--- src/rtl/uart_mm_pkg.sv ---
package uart_mm_pkg;
  localparam int STAT_W = 13;

  // word index = byte address [4:2]
  localparam logic [2:0] IDX_RXD  = 3'd0;
  localparam logic [2:0] IDX_TXD  = 3'd1;
  localparam logic [2:0] IDX_STAT = 3'd2;
  localparam logic [2:0] IDX_CTRL = 3'd3;
  localparam logic [2:0] IDX_DIV  = 3'd4;
  localparam logic [2:0] IDX_EOP  = 3'd5;

  // status bit positions (control enables share them)
  localparam int B_PE    = 0;
  localparam int B_FE    = 1;
  localparam int B_BRK   = 2;
  localparam int B_ROE   = 3;
  localparam int B_TOE   = 4;
  localparam int B_TMT   = 5;
  localparam int B_TRDY  = 6;
  localparam int B_RRDY  = 7;
  localparam int B_EXC   = 8;
  localparam int B_TXBRK = 9;
  localparam int B_DCTS  = 10;
  localparam int B_CTS   = 11;
  localparam int B_RTS   = 11;
  localparam int B_EOP   = 12;

  // control bits that act as interrupt enables
  localparam logic [STAT_W-1:0] IRQ_MASK = 13'h15FF;

  typedef enum logic [2:0] {
    RX_IDLE,
    RX_START,
    RX_DATA,
    RX_STOP,
    RX_HOLD
  } rx_state_t;
endpackage

--- src/rtl/uart_mm_sync.sv ---
module uart_mm_sync #(
  parameter int   STAGES    = 2,
  parameter logic RESET_VAL = 1'b0
) (
  input  logic clk,
  input  logic rst,
  input  logic d,
  output logic q
);
  generate
    if (STAGES < 2) begin : g_single
      logic ff;
      always_ff @(posedge clk) begin
        if (rst) ff <= RESET_VAL;
        else     ff <= d;
      end
      assign q = ff;
    end else begin : g_chain
      logic [STAGES-1:0] chain;
      always_ff @(posedge clk) begin
        if (rst) chain <= {STAGES{RESET_VAL}};
        else     chain <= {chain[STAGES-2:0], d};
      end
      assign q = chain[STAGES-1];
    end
  endgenerate
endmodule

--- src/rtl/uart_mm_tx.sv ---
module uart_mm_tx #(
  parameter int DIV_W = 16
) (
  input  logic             clk,
  input  logic             rst,
  input  logic [DIV_W-1:0] div,
  input  logic             brk,
  input  logic             hold_valid,
  input  logic [7:0]       hold_data,
  output logic             load,
  output logic             busy,
  output logic             txd
);
  localparam int FRAME_BITS = 10;
  localparam int BC_W       = $clog2(FRAME_BITS);

  logic [FRAME_BITS-1:0] shreg;
  logic [BC_W-1:0]       bits_left;
  logic [DIV_W-1:0]      cnt;
  logic                  line;

  // the shifter takes the held character whenever it is idle
  assign load = ~busy & hold_valid;

  always_ff @(posedge clk) begin
    if (rst) begin
      busy      <= 1'b0;
      shreg     <= '1;
      bits_left <= '0;
      cnt       <= '0;
      line      <= 1'b1;
      txd       <= 1'b1;
    end else begin
      txd <= brk ? 1'b0 : line;
      if (load) begin
        shreg     <= {1'b1, hold_data, 1'b0};
        line      <= 1'b0;
        cnt       <= div - 1'b1;
        bits_left <= BC_W'(FRAME_BITS - 1);
        busy      <= 1'b1;
      end else if (busy) begin
        if (cnt == '0) begin
          if (bits_left == '0) begin
            busy <= 1'b0;
            line <= 1'b1;
          end else begin
            shreg     <= {1'b1, shreg[FRAME_BITS-1:1]};
            line      <= shreg[1];
            bits_left <= bits_left - 1'b1;
            cnt       <= div - 1'b1;
          end
        end else begin
          cnt <= cnt - 1'b1;
        end
      end
    end
  end
endmodule

--- src/rtl/uart_mm_rx.sv ---
module uart_mm_rx
  import uart_mm_pkg::*;
#(
  parameter int DIV_W = 16
) (
  input  logic             clk,
  input  logic             rst,
  input  logic [DIV_W-1:0] div,
  input  logic             rx,
  output logic             done,
  output logic [7:0]       char_o,
  output logic             fe,
  output logic             brk
);
  rx_state_t        state;
  logic [DIV_W-1:0] cnt;
  logic [2:0]       bitn;
  logic [7:0]       shreg;

  assign char_o = shreg;

  always_ff @(posedge clk) begin
    if (rst) begin
      state <= RX_IDLE;
      cnt   <= '0;
      bitn  <= '0;
      shreg <= '0;
      done  <= 1'b0;
      fe    <= 1'b0;
      brk   <= 1'b0;
    end else begin
      done <= 1'b0;
      case (state)
        RX_IDLE: begin
          if (!rx) begin
            cnt   <= div >> 1;
            state <= RX_START;
          end
        end
        RX_START: begin
          if (cnt == '0) begin
            if (!rx) begin
              cnt   <= div - 1'b1;
              bitn  <= '0;
              state <= RX_DATA;
            end else begin
              state <= RX_IDLE;
            end
          end else begin
            cnt <= cnt - 1'b1;
          end
        end
        RX_DATA: begin
          if (cnt == '0) begin
            shreg <= {rx, shreg[7:1]};
            cnt   <= div - 1'b1;
            if (bitn == 3'd7) state <= RX_STOP;
            else              bitn  <= bitn + 1'b1;
          end else begin
            cnt <= cnt - 1'b1;
          end
        end
        RX_STOP: begin
          if (cnt == '0) begin
            done  <= 1'b1;
            fe    <= ~rx;
            brk   <= ~rx & (shreg == 8'h00);
            state <= rx ? RX_IDLE : RX_HOLD;
          end else begin
            cnt <= cnt - 1'b1;
          end
        end
        RX_HOLD: begin
          if (rx) state <= RX_IDLE;
        end
        default: state <= RX_IDLE;
      endcase
    end
  end
endmodule

--- src/rtl/uart_mm.sv ---
module uart_mm
  import uart_mm_pkg::*;
#(
  parameter int DIV_W       = 16,
  parameter int DIV_RESET   = 434,
  parameter int SYNC_STAGES = 2
) (
  input  logic        clk,
  input  logic        rst,
  input  logic [4:0]  bus_addr,
  input  logic        bus_wr,
  input  logic        bus_rd,
  input  logic [31:0] bus_wdata,
  output logic [31:0] bus_rdata,
  output logic        irq,
  input  logic        rxd,
  output logic        txd,
  input  logic        cts,
  output logic        rts
);
  logic [2:0]        idx;
  logic              wr_txd, wr_stat, wr_ctrl, wr_div, wr_eop, rd_rxd;
  logic              accept;
  logic [STAT_W-1:0] ctrl_q;
  logic [STAT_W-1:0] stat_word;
  logic [DIV_W-1:0]  div_q;
  logic [7:0]        eop_q;
  logic [7:0]        hold_data;
  logic              hold_valid;
  logic [7:0]        rx_data_q;
  logic              rrdy_q, fe_q, brk_q, roe_q, toe_q, dcts_q, eop_hit_q;
  logic              cts_s, cts_prev, rx_s;
  logic              tx_load, tx_busy;
  logic              rx_done, rx_fe, rx_brk;
  logic [7:0]        rx_char;
  logic [31:0]       rd_mux;
  logic              unused_bits;

  assign unused_bits = ^{bus_addr[1:0], bus_wdata};

  assign idx     = bus_addr[4:2];
  assign wr_txd  = bus_wr && (idx == IDX_TXD);
  assign wr_stat = bus_wr && (idx == IDX_STAT);
  assign wr_ctrl = bus_wr && (idx == IDX_CTRL);
  assign wr_div  = bus_wr && (idx == IDX_DIV);
  assign wr_eop  = bus_wr && (idx == IDX_EOP);
  assign rd_rxd  = bus_rd && (idx == IDX_RXD);
  assign accept  = wr_txd && (!hold_valid || tx_load);
  assign rts     = ctrl_q[B_RTS];

  uart_mm_sync #(.STAGES(SYNC_STAGES), .RESET_VAL(1'b1)) u_rx_sync (
    .clk(clk), .rst(rst), .d(rxd), .q(rx_s)
  );
  uart_mm_sync #(.STAGES(SYNC_STAGES), .RESET_VAL(1'b0)) u_cts_sync (
    .clk(clk), .rst(rst), .d(cts), .q(cts_s)
  );

  uart_mm_tx #(.DIV_W(DIV_W)) u_tx (
    .clk(clk), .rst(rst), .div(div_q), .brk(ctrl_q[B_TXBRK]),
    .hold_valid(hold_valid), .hold_data(hold_data),
    .load(tx_load), .busy(tx_busy), .txd(txd)
  );

  uart_mm_rx #(.DIV_W(DIV_W)) u_rx (
    .clk(clk), .rst(rst), .div(div_q), .rx(rx_s),
    .done(rx_done), .char_o(rx_char), .fe(rx_fe), .brk(rx_brk)
  );

  always_comb begin
    stat_word         = '0;
    stat_word[B_PE]   = 1'b0;
    stat_word[B_FE]   = fe_q;
    stat_word[B_BRK]  = brk_q;
    stat_word[B_ROE]  = roe_q;
    stat_word[B_TOE]  = toe_q;
    stat_word[B_TMT]  = ~tx_busy;
    stat_word[B_TRDY] = ~hold_valid;
    stat_word[B_RRDY] = rrdy_q;
    stat_word[B_EXC]  = fe_q | brk_q | roe_q | toe_q;
    stat_word[B_DCTS] = dcts_q;
    stat_word[B_CTS]  = cts_s;
    stat_word[B_EOP]  = eop_hit_q;
  end

  always_comb begin
    case (idx)
      IDX_RXD:  rd_mux = {24'h0, rx_data_q};
      IDX_STAT: rd_mux = {{(32-STAT_W){1'b0}}, stat_word};
      IDX_CTRL: rd_mux = {{(32-STAT_W){1'b0}}, ctrl_q};
      IDX_DIV:  rd_mux = 32'(div_q);
      IDX_EOP:  rd_mux = {24'h0, eop_q};
      default:  rd_mux = '0;
    endcase
  end

  always_ff @(posedge clk) begin
    if (rst) begin
      ctrl_q     <= '0;
      div_q      <= DIV_W'(DIV_RESET);
      eop_q      <= '0;
      hold_data  <= '0;
      hold_valid <= 1'b0;
      rx_data_q  <= '0;
      rrdy_q     <= 1'b0;
      fe_q       <= 1'b0;
      brk_q      <= 1'b0;
      roe_q      <= 1'b0;
      toe_q      <= 1'b0;
      dcts_q     <= 1'b0;
      eop_hit_q  <= 1'b0;
      cts_prev   <= 1'b0;
      irq        <= 1'b0;
      bus_rdata  <= '0;
    end else begin
      if (wr_ctrl) ctrl_q <= bus_wdata[STAT_W-1:0];
      if (wr_div)  div_q  <= bus_wdata[DIV_W-1:0];
      if (wr_eop)  eop_q  <= bus_wdata[7:0];

      if (accept) begin
        hold_data  <= bus_wdata[7:0];
        hold_valid <= 1'b1;
      end else if (tx_load) begin
        hold_valid <= 1'b0;
      end

      if (rx_done) rx_data_q <= rx_char;
      rrdy_q <= rx_done | (rrdy_q & ~rd_rxd);

      // new events win over a clearing status write in the same cycle
      fe_q   <= (rx_done & rx_fe)            | (fe_q  & ~wr_stat);
      brk_q  <= (rx_done & rx_brk)           | (brk_q & ~wr_stat);
      roe_q  <= (rx_done & rrdy_q & ~rd_rxd) | (roe_q & ~wr_stat);
      toe_q  <= (wr_txd & ~accept)           | (toe_q & ~wr_stat);
      dcts_q <= (cts_s ^ cts_prev)           | (dcts_q & ~wr_stat);
      cts_prev <= cts_s;
      eop_hit_q <= (accept && (bus_wdata[7:0] == eop_q))
                 | (rd_rxd && rrdy_q && (rx_data_q == eop_q))
                 | (eop_hit_q & ~wr_stat);

      irq <= |(stat_word & ctrl_q & IRQ_MASK);
      if (bus_rd) bus_rdata <= rd_mux;
    end
  end
endmodule

--- config.mk ---
export PLATFORM = sky130hd
export DESIGN_NAME = uart_mm
export DESIGN_NICKNAME = d
export VERILOG_FILES = /design/src/rtl/uart_mm_pkg.sv /design/src/rtl/uart_mm_sync.sv /design/src/rtl/uart_mm_tx.sv /design/src/rtl/uart_mm_rx.sv /design/src/rtl/uart_mm.sv
export SDC_FILE = /design/constraint.sdc
export NUM_CORES = 1
export LEC_CHECK = 0
export ABC_AREA = 1
export CAP_MARGIN = 10
export CORE_MARGIN = 4
export CORE_UTILIZATION = 38
export DETAILED_ROUTE_END_ITERATION = 12
export DONT_BUFFER_PORTS = 1
export GPL_ROUTABILITY_DRIVEN = 0
export GPL_TIMING_DRIVEN = 0
export PLACE_DENSITY = 0.53
export SETUP_SLACK_MARGIN = 0.02
export SLEW_MARGIN = 20
export SYNTH_ARGS = -nofsm -noshare
export SYNTH_HDL_FRONTEND = slang
export SYNTH_SLANG_ARGS = --single-unit
--- constraint.sdc ---
create_clock -name clk -period 3.36 [get_ports clk]
set_clock_uncertainty 0.15 [all_clocks]
set_input_delay 0.504 -clock clk [delete_from_list [all_inputs] [get_ports clk]]
set_output_delay 0.504 -clock clk [all_outputs]
set_load 0.02 [all_outputs]
; Word level (Yosys, flattened, before mapping)
; Cells that the tools add are included.
[totals]
ff_bits = 164
[classes]
add_sub_neg = 5
eq_ne = 24
mux = 45
bitwise_logic = 35
n_reduce_logical = 35
[ops]
columns = cell, count
row1 = $mux W16, 9
row2 = $pmux W16 S5, 1
row3 = $pmux W16 S4, 1
row4 = $sub A16 B1 Y16 const B, 3
row5 = $mux W9, 4
row6 = $mux W3, 11
row7 = $logic_not A16 Y1, 2
row8 = $eq A8 B8 Y1, 2
row9 = $mux W4, 4
row10 = $pmux W3 S5, 1
row11 = $and A1 B1 Y1, 14
row12 = $and A13 B13 Y13, 1
row13 = $eq A3 B2 Y1 const B, 4
row14 = $eq A3 B3 Y1 const B, 4
row15 = $mux W1, 12
row16 = $ne A2 B2 Y1 const B, 6
row17 = $or A1 B1 Y1, 11
row18 = $reduce_or A11 Y1, 1
row19 = $logic_and A1 B1 Y1, 10
row20 = $logic_not A8 Y1, 1
row21 = $ne A2 B1 Y1 const B, 4
row22 = $not A1 Y1, 8
row23 = $reduce_and A2 Y1, 4
row24 = $reduce_bool A2 Y1, 4
row25 = 17 further kinds, 22

; Longest topological paths before layout
[logic_depth]
ltp_word = 7
mapped_depth = 12
mapped_depth_nobuf = 11

; Modules after synthesis
; A second synthesis with hierarchy kept.
[unflattened]
hier_cells = 1382
area_unflattened_um2 = 8799.7
[by_module_without_submodules]
columns = module, n_inst, cells_each, area_each_um2, seq_area_each_um2
row1 = uart_mm, 1, 504, 3638.5, 1581.5
row2 = uart_mm_rx, 1, 492, 2763.9, 660.6
row3 = uart_mm_tx, 1, 373, 2283.4, 620.6
row4 = uart_mm_sync at u_rx_sync, 1, 7, 58.8, 40.0
row5 = uart_mm_sync at u_cts_sync, 1, 6, 55.1, 40.0

; Least setup slack after synthesis
; No wires, ideal clock.
[synth_timing]
path_type = register to register
start = register u_rx.cnt[0]
end = register u_rx.shreg[2] (netlist: u_rx.char_o[2])
setup_ps = 120
arrival_ps = 1556
slack_ps = 1535
path_stages_with_launch = 11
path_buffers = 1
synth_period_minus_slack_ps = 1825
path_cell_list = dfxtp_1 inv_1 ha_1 nand3_2 nor2_4 nand3_4 nor2_2 inv_2 buf_2 o21ai_1 a21oi_1
[synth_between]
elab_chain_cells = 2
[synth_rtl]
columns = element, line_no
row1 = from (decl), uart_mm_rx.sv:16  ; logic [DIV_W-1:0] cnt;
row2 = from (signal assigned), uart_mm_rx.sv:36  ; cnt <= div >> 1;
row3 = from (signal assigned), uart_mm_rx.sv:43  ; cnt <= div - 1'b1;
row4 = from (signal assigned), uart_mm_rx.sv:50  ; cnt <= cnt - 1'b1;
row5 = $logic_not A16 Y1, uart_mm_rx.sv:54  ; if (cnt == '0) begin
row6 = $reduce_and A2 Y1 (no source line), -
row7 = to (signal assigned), uart_mm_rx.sv:55  ; shreg <= {rx, shreg[7:1]};
row8 = to (decl), uart_mm_rx.sv:18  ; logic [7:0] shreg;
; Every way passes these cells.
; A chain may end at the register's enable or synchronous reset.

; Worst setup path in the final report
[layout_timing]
start = register div_q[0]
end = register u_rx.cnt[8]
[layout_between]
elab_chain_cells = 4
word_cells_on_any_way = 5
classes_between = add/sub: 1 / mux: 4
[layout_rtl]
columns = element, line_no
row1 = from (decl), uart_mm.sv:26  ; logic [DIV_W-1:0] div_q;
row2 = from (signal assigned), uart_mm.sv:99  ; div_q <= DIV_W'(DIV_RESET);
row3 = from (signal assigned), uart_mm.sv:116  ; if (wr_div) div_q <= bus_wdata[DIV_W-1:0];
row4 = $sub A16 B1 Y16 (*), "uart_mm_rx.sv:43, uart_mm_rx.sv:56"
row5 = $mux W16, uart_mm_rx.sv:42  ; if (!rx) begin
row6 = $mux W16, uart_mm_rx.sv:41  ; if (cnt == '0) begin
row7 = $pmux W16 S4 (*), uart_mm_rx.sv:33  ; case (state)
row8 = to (signal assigned), uart_mm_rx.sv:36
row9 = to (signal assigned), uart_mm_rx.sv:43
row10 = to (signal assigned), uart_mm_rx.sv:56  ; cnt <= div - 1'b1;
; Mark *: on every way between the ends. The rest lies on a longest branch, timed or not. The select of a mux whose other input is x is not followed.

==> metrics.md <==
| Metric | Value |
|---|---|
| Gate power share | `31.1%` |
| Clk sink count | `around 150` |
| Fin cells | `1468` |
| Min Hold Slack | `around 0.022 ns` |
| Async SR Flop Fraction | `0%` |
| I/O pin count | `about 80` |
| Initial DRC count | `between 400 and 500` |
| Routed vias | `between 7000 and 8000` |
| Ant. Diodes | `0` |
| Wire per inst | `approximately 17 um` |
| First-pass GRT wire length | `around 39 mm` |
| CORE AREA | `about 20000 um^2` |
| Die Height | `around 150 um` |
| # hold bufs at CTS | `0` |
| Transition time of the tightest slew-check pin | `between 0.8 and 0.9 ns` |
| GRT Overall Usage | `~22%` |
| CP Capture Type | `flop` |
| H-tree depth | `4` |
| Max Clock Freq | `0.443 GHz` |
| Clk root buf | `clkbuf_16` |
| Max-cap violations | `0` |
| Power per cell area | `approximately 630 nW/um^2` |
| DR pass1 iterations | `5` |
| Top FF cell, synth | `dfxtp_1` |
| Mapped Avg Cell Area | `between 6 and 7 um^2` |
| Final Hold Violating Endpoints | `0` |
| Area leader, netlist | `dfxtp_1` |
| Synthesized area | `around 8000 um^2` |
| Most frequent cells in the layout | `245 x nand2_1, 157 x nor2_1, 147 x dfxtp_1` |
| Number of synthesized register bits | `about 150` |
| Lkg Pwr | `roughly 3.7 nW` |
| Post-route ant nets | `0` |
| Layout cells sized above 1 | `around a tenth` |
| Commonest non-fill, non-tap cell in the layout | `nand2_1` |
| Min Tclk post-route | `~2.3 ns` |
| Post-DP HPWL | `roughly 19 mm` |
| IO Port Bufs | `0` |
| Critical path fanouts, max | `5` |
| Sw power | `2.11 mW` |
| Setup TNS | `0 ns` |
| Crit Path Class | `reg2reg` |
| Register area share after synthesis | `between 30% and 40%` |
| Pint | `3.38 mW` |
| Top-area cell type share of the netlist area | `between 30% and 40%` |
| Required @ worst endpoint | `about 3.5 ns` |
| GR Overflow Total | `0` |
| CP startpoint kind | `flop` |
| Via density per instance | `5.09` |
| Die Wd | `152 um` |
| Setup-failing EPs final | `0` |
| Tot Pwr | `roughly 5.5 mW` |
| Distinct cells, synth | `50` |
| Synthesis-to-finish area growth | `12.0%` |
| Max-slew headroom | `roughly 45%` |
| RSZ-0062 raised after global routing | `false` |
| Syn Inst Count | `~1200` |
| Seq pwr share | `36.3%` |
| Sw Share | `38.4%` |
| Worst IR drop on VDD | `approximately 280 uV` |
| Status | `completed` |
| Num rows | `between 50 and 60` |
| Fillers | `roughly 2200` |
| Worst-path clk slew | `roughly 0.070 ns` |
| Setup bufs post-CTS | `0` |
| Initial antenna violation count | `0` |
| Final period util | `approximately 67%` |
| Placed Cells incl. Taps | `~1400` |
| Largest net degree at the start of global routing | `17` |
| Clock Power Share | `between 30 and 40%` |
| Vias in the first global route | `between 6000 and 7000` |
| Yosys synthesis warning count | `0` |
| Residual DRC | `0` |
| Slew Viols, Final | `0` |
| EDFF count, synth | `0` |
| Hold Crit Class | `in2reg` |
| CTS tree | `yes` |
| WP data arrival | `between 2 and 2.5 ns` |
| Synth area leaders | `dfxtp_1 38%, nand2_1 12%, nor2_1 7.5%` |
| Die area | `about 23000 um^2` |
| Clock Path Buffers | `2` |
| Clk_lat worst skew | `~0.43 ns` |
| Cts repair resizes | `0` |
| Fin nets | `~1200` |
| Total wire length | `approximately 25 mm` |
| Number of buffers created by CTS | `17` |
| Core Util, Final | `a little over two fifths` |
| Initial Util | `about two fifths` |
-- sequential cells by signal, summed over array words and instances, names as in the netlist, 2 cells and up --
register	cells
eop_q	8
u_tx.shreg	8
rx_data_q	8
ctrl_q	13
u_tx.bits_left	4
u_tx.cnt	16
bus_rdata	16
hold_data	8
div_q	16
u_rx.cnt	16
u_rx.char_o	8
u_rx.state	3
u_cts_sync.g_chain.chain	2
u_rx_sync.g_chain.chain	2
u_rx.bitn	3
-- synthesized netlist by cell type, types with 4 or more instances --
master / n
o21ai_0: 81
buf_6: 4
inv_1: 98
o211ai_1: 12
nor2_2: 13
nor2_4: 4
o21ai_1: 19
nand4_1: 9
nand2_1: 245
nand2_2: 5
a21oi_1: 106
xnor2_1: 7
or2_2: 6
nor2_1: 157
ha_1: 7
xor2_1: 21
clkbuf_1: 22
o31ai_1: 4
o22ai_1: 11
nor3_1: 6
o31ai_2: 4
buf_4: 18
nand3_1: 84
dfxtp_1: 147
inv_2: 15
buf_2: 9
-- final cells by class --
| class | instances | area (um^2) | area share, % |
|---|---|---|---|
| buffer | 56 | 319 | 3.64 |
| clock buffer | 19 | 443 | 5.05 |
| clock inverter | 12 | 98.8 | 1.13 |
| inverter | 115 | 434 | 4.96 |
| multi-input combinational | 849 | 4190 | 47.8 |
| sequential | 147 | 2940 | 33.6 |
| tap | 270 | 338 | 3.86 |
-- path summary, 6_finish.rpt --
kind	to	startpoint	cells past startpoint	slack (ns)
worst max register to register	u_rx.cnt[8]$_SDFFE_PP0P_	div_q[0]$_SDFFE_PP0P_	10	1.10
worst max-delay path	u_rx.cnt[8]$_SDFFE_PP0P_	div_q[0]$_SDFFE_PP0P_	10	1.10
worst min register to register	u_cts_sync.g_chain.chain[1]$_SDFF_PP0_	u_cts_sync.g_chain.chain[0]$_SDFF_PP0_	2	0.25
worst min-delay path	u_cts_sync.g_chain.chain[0]$_SDFF_PP0_	cts	2	0.02
-- kinds of logic (layout without fill, tap and decap cells) --
kind of cell	Yosys count	count (layout)	share of synthesized area (%)
AO/OA/AOI/OAI	251	251	17.7
XOR/XNOR	28	28	3.13
adder cells (fa/ha/maj)	7	7	1.12
buffers and inverters	171	202	9.62
flip-flops	147	147	37.6
other	1	16	0.0479
AND/OR/NAND/NOR	547	547	30.8
-- worst max-delay path: stages (launching register included) --
cell and delay (ns):
dfxtp_1 0.35, inv_1 0.18, ha_1 0.22, nand3_1 0.16, nor2_2 0.29, xor2_1 0.33, nor2_1 0.07, nor2_1 0.21
nand3_1 0.11, nand2_1 0.07, inv_1 0.03
-- metrics by stage --
| step | area (um^2) | setup slack [ns] |
|---|---|---|
| final | 8760 | 1.10 |
| after global routing | 8760 | 0.975 |
| after CTS | 8760 | 1.16 |
| after floorplan | 7880 | 1.53 |
| after detailed placement | 8220 | 0.740 |
| after global placement | 8220 | 0.764 |
-- power groups by stage --
stage	Sequential (mW)	Clock [mW]	Combinational, mW
2_1_floorplan	2.00	0	1.31
3_3_place_gp	2.03	0	1.70
3_5_place_dp	2.03	0	1.71
4_1_cts	1.99	1.81	1.71
5_1_grt	2.01	1.89	1.92
6_report	1.99	1.79	1.71
-- routing by layer --
layer,wire length (um),global-route usage [%],vias to the layer above
met3,1230,4.67,26
li1,-,-,3829
met5,0,0,-
met2,11700,36.1,170
met1,11600,30.4,3442
met4,310,5.35,0
Note: power is estimated with default switching activity, not from simulation.
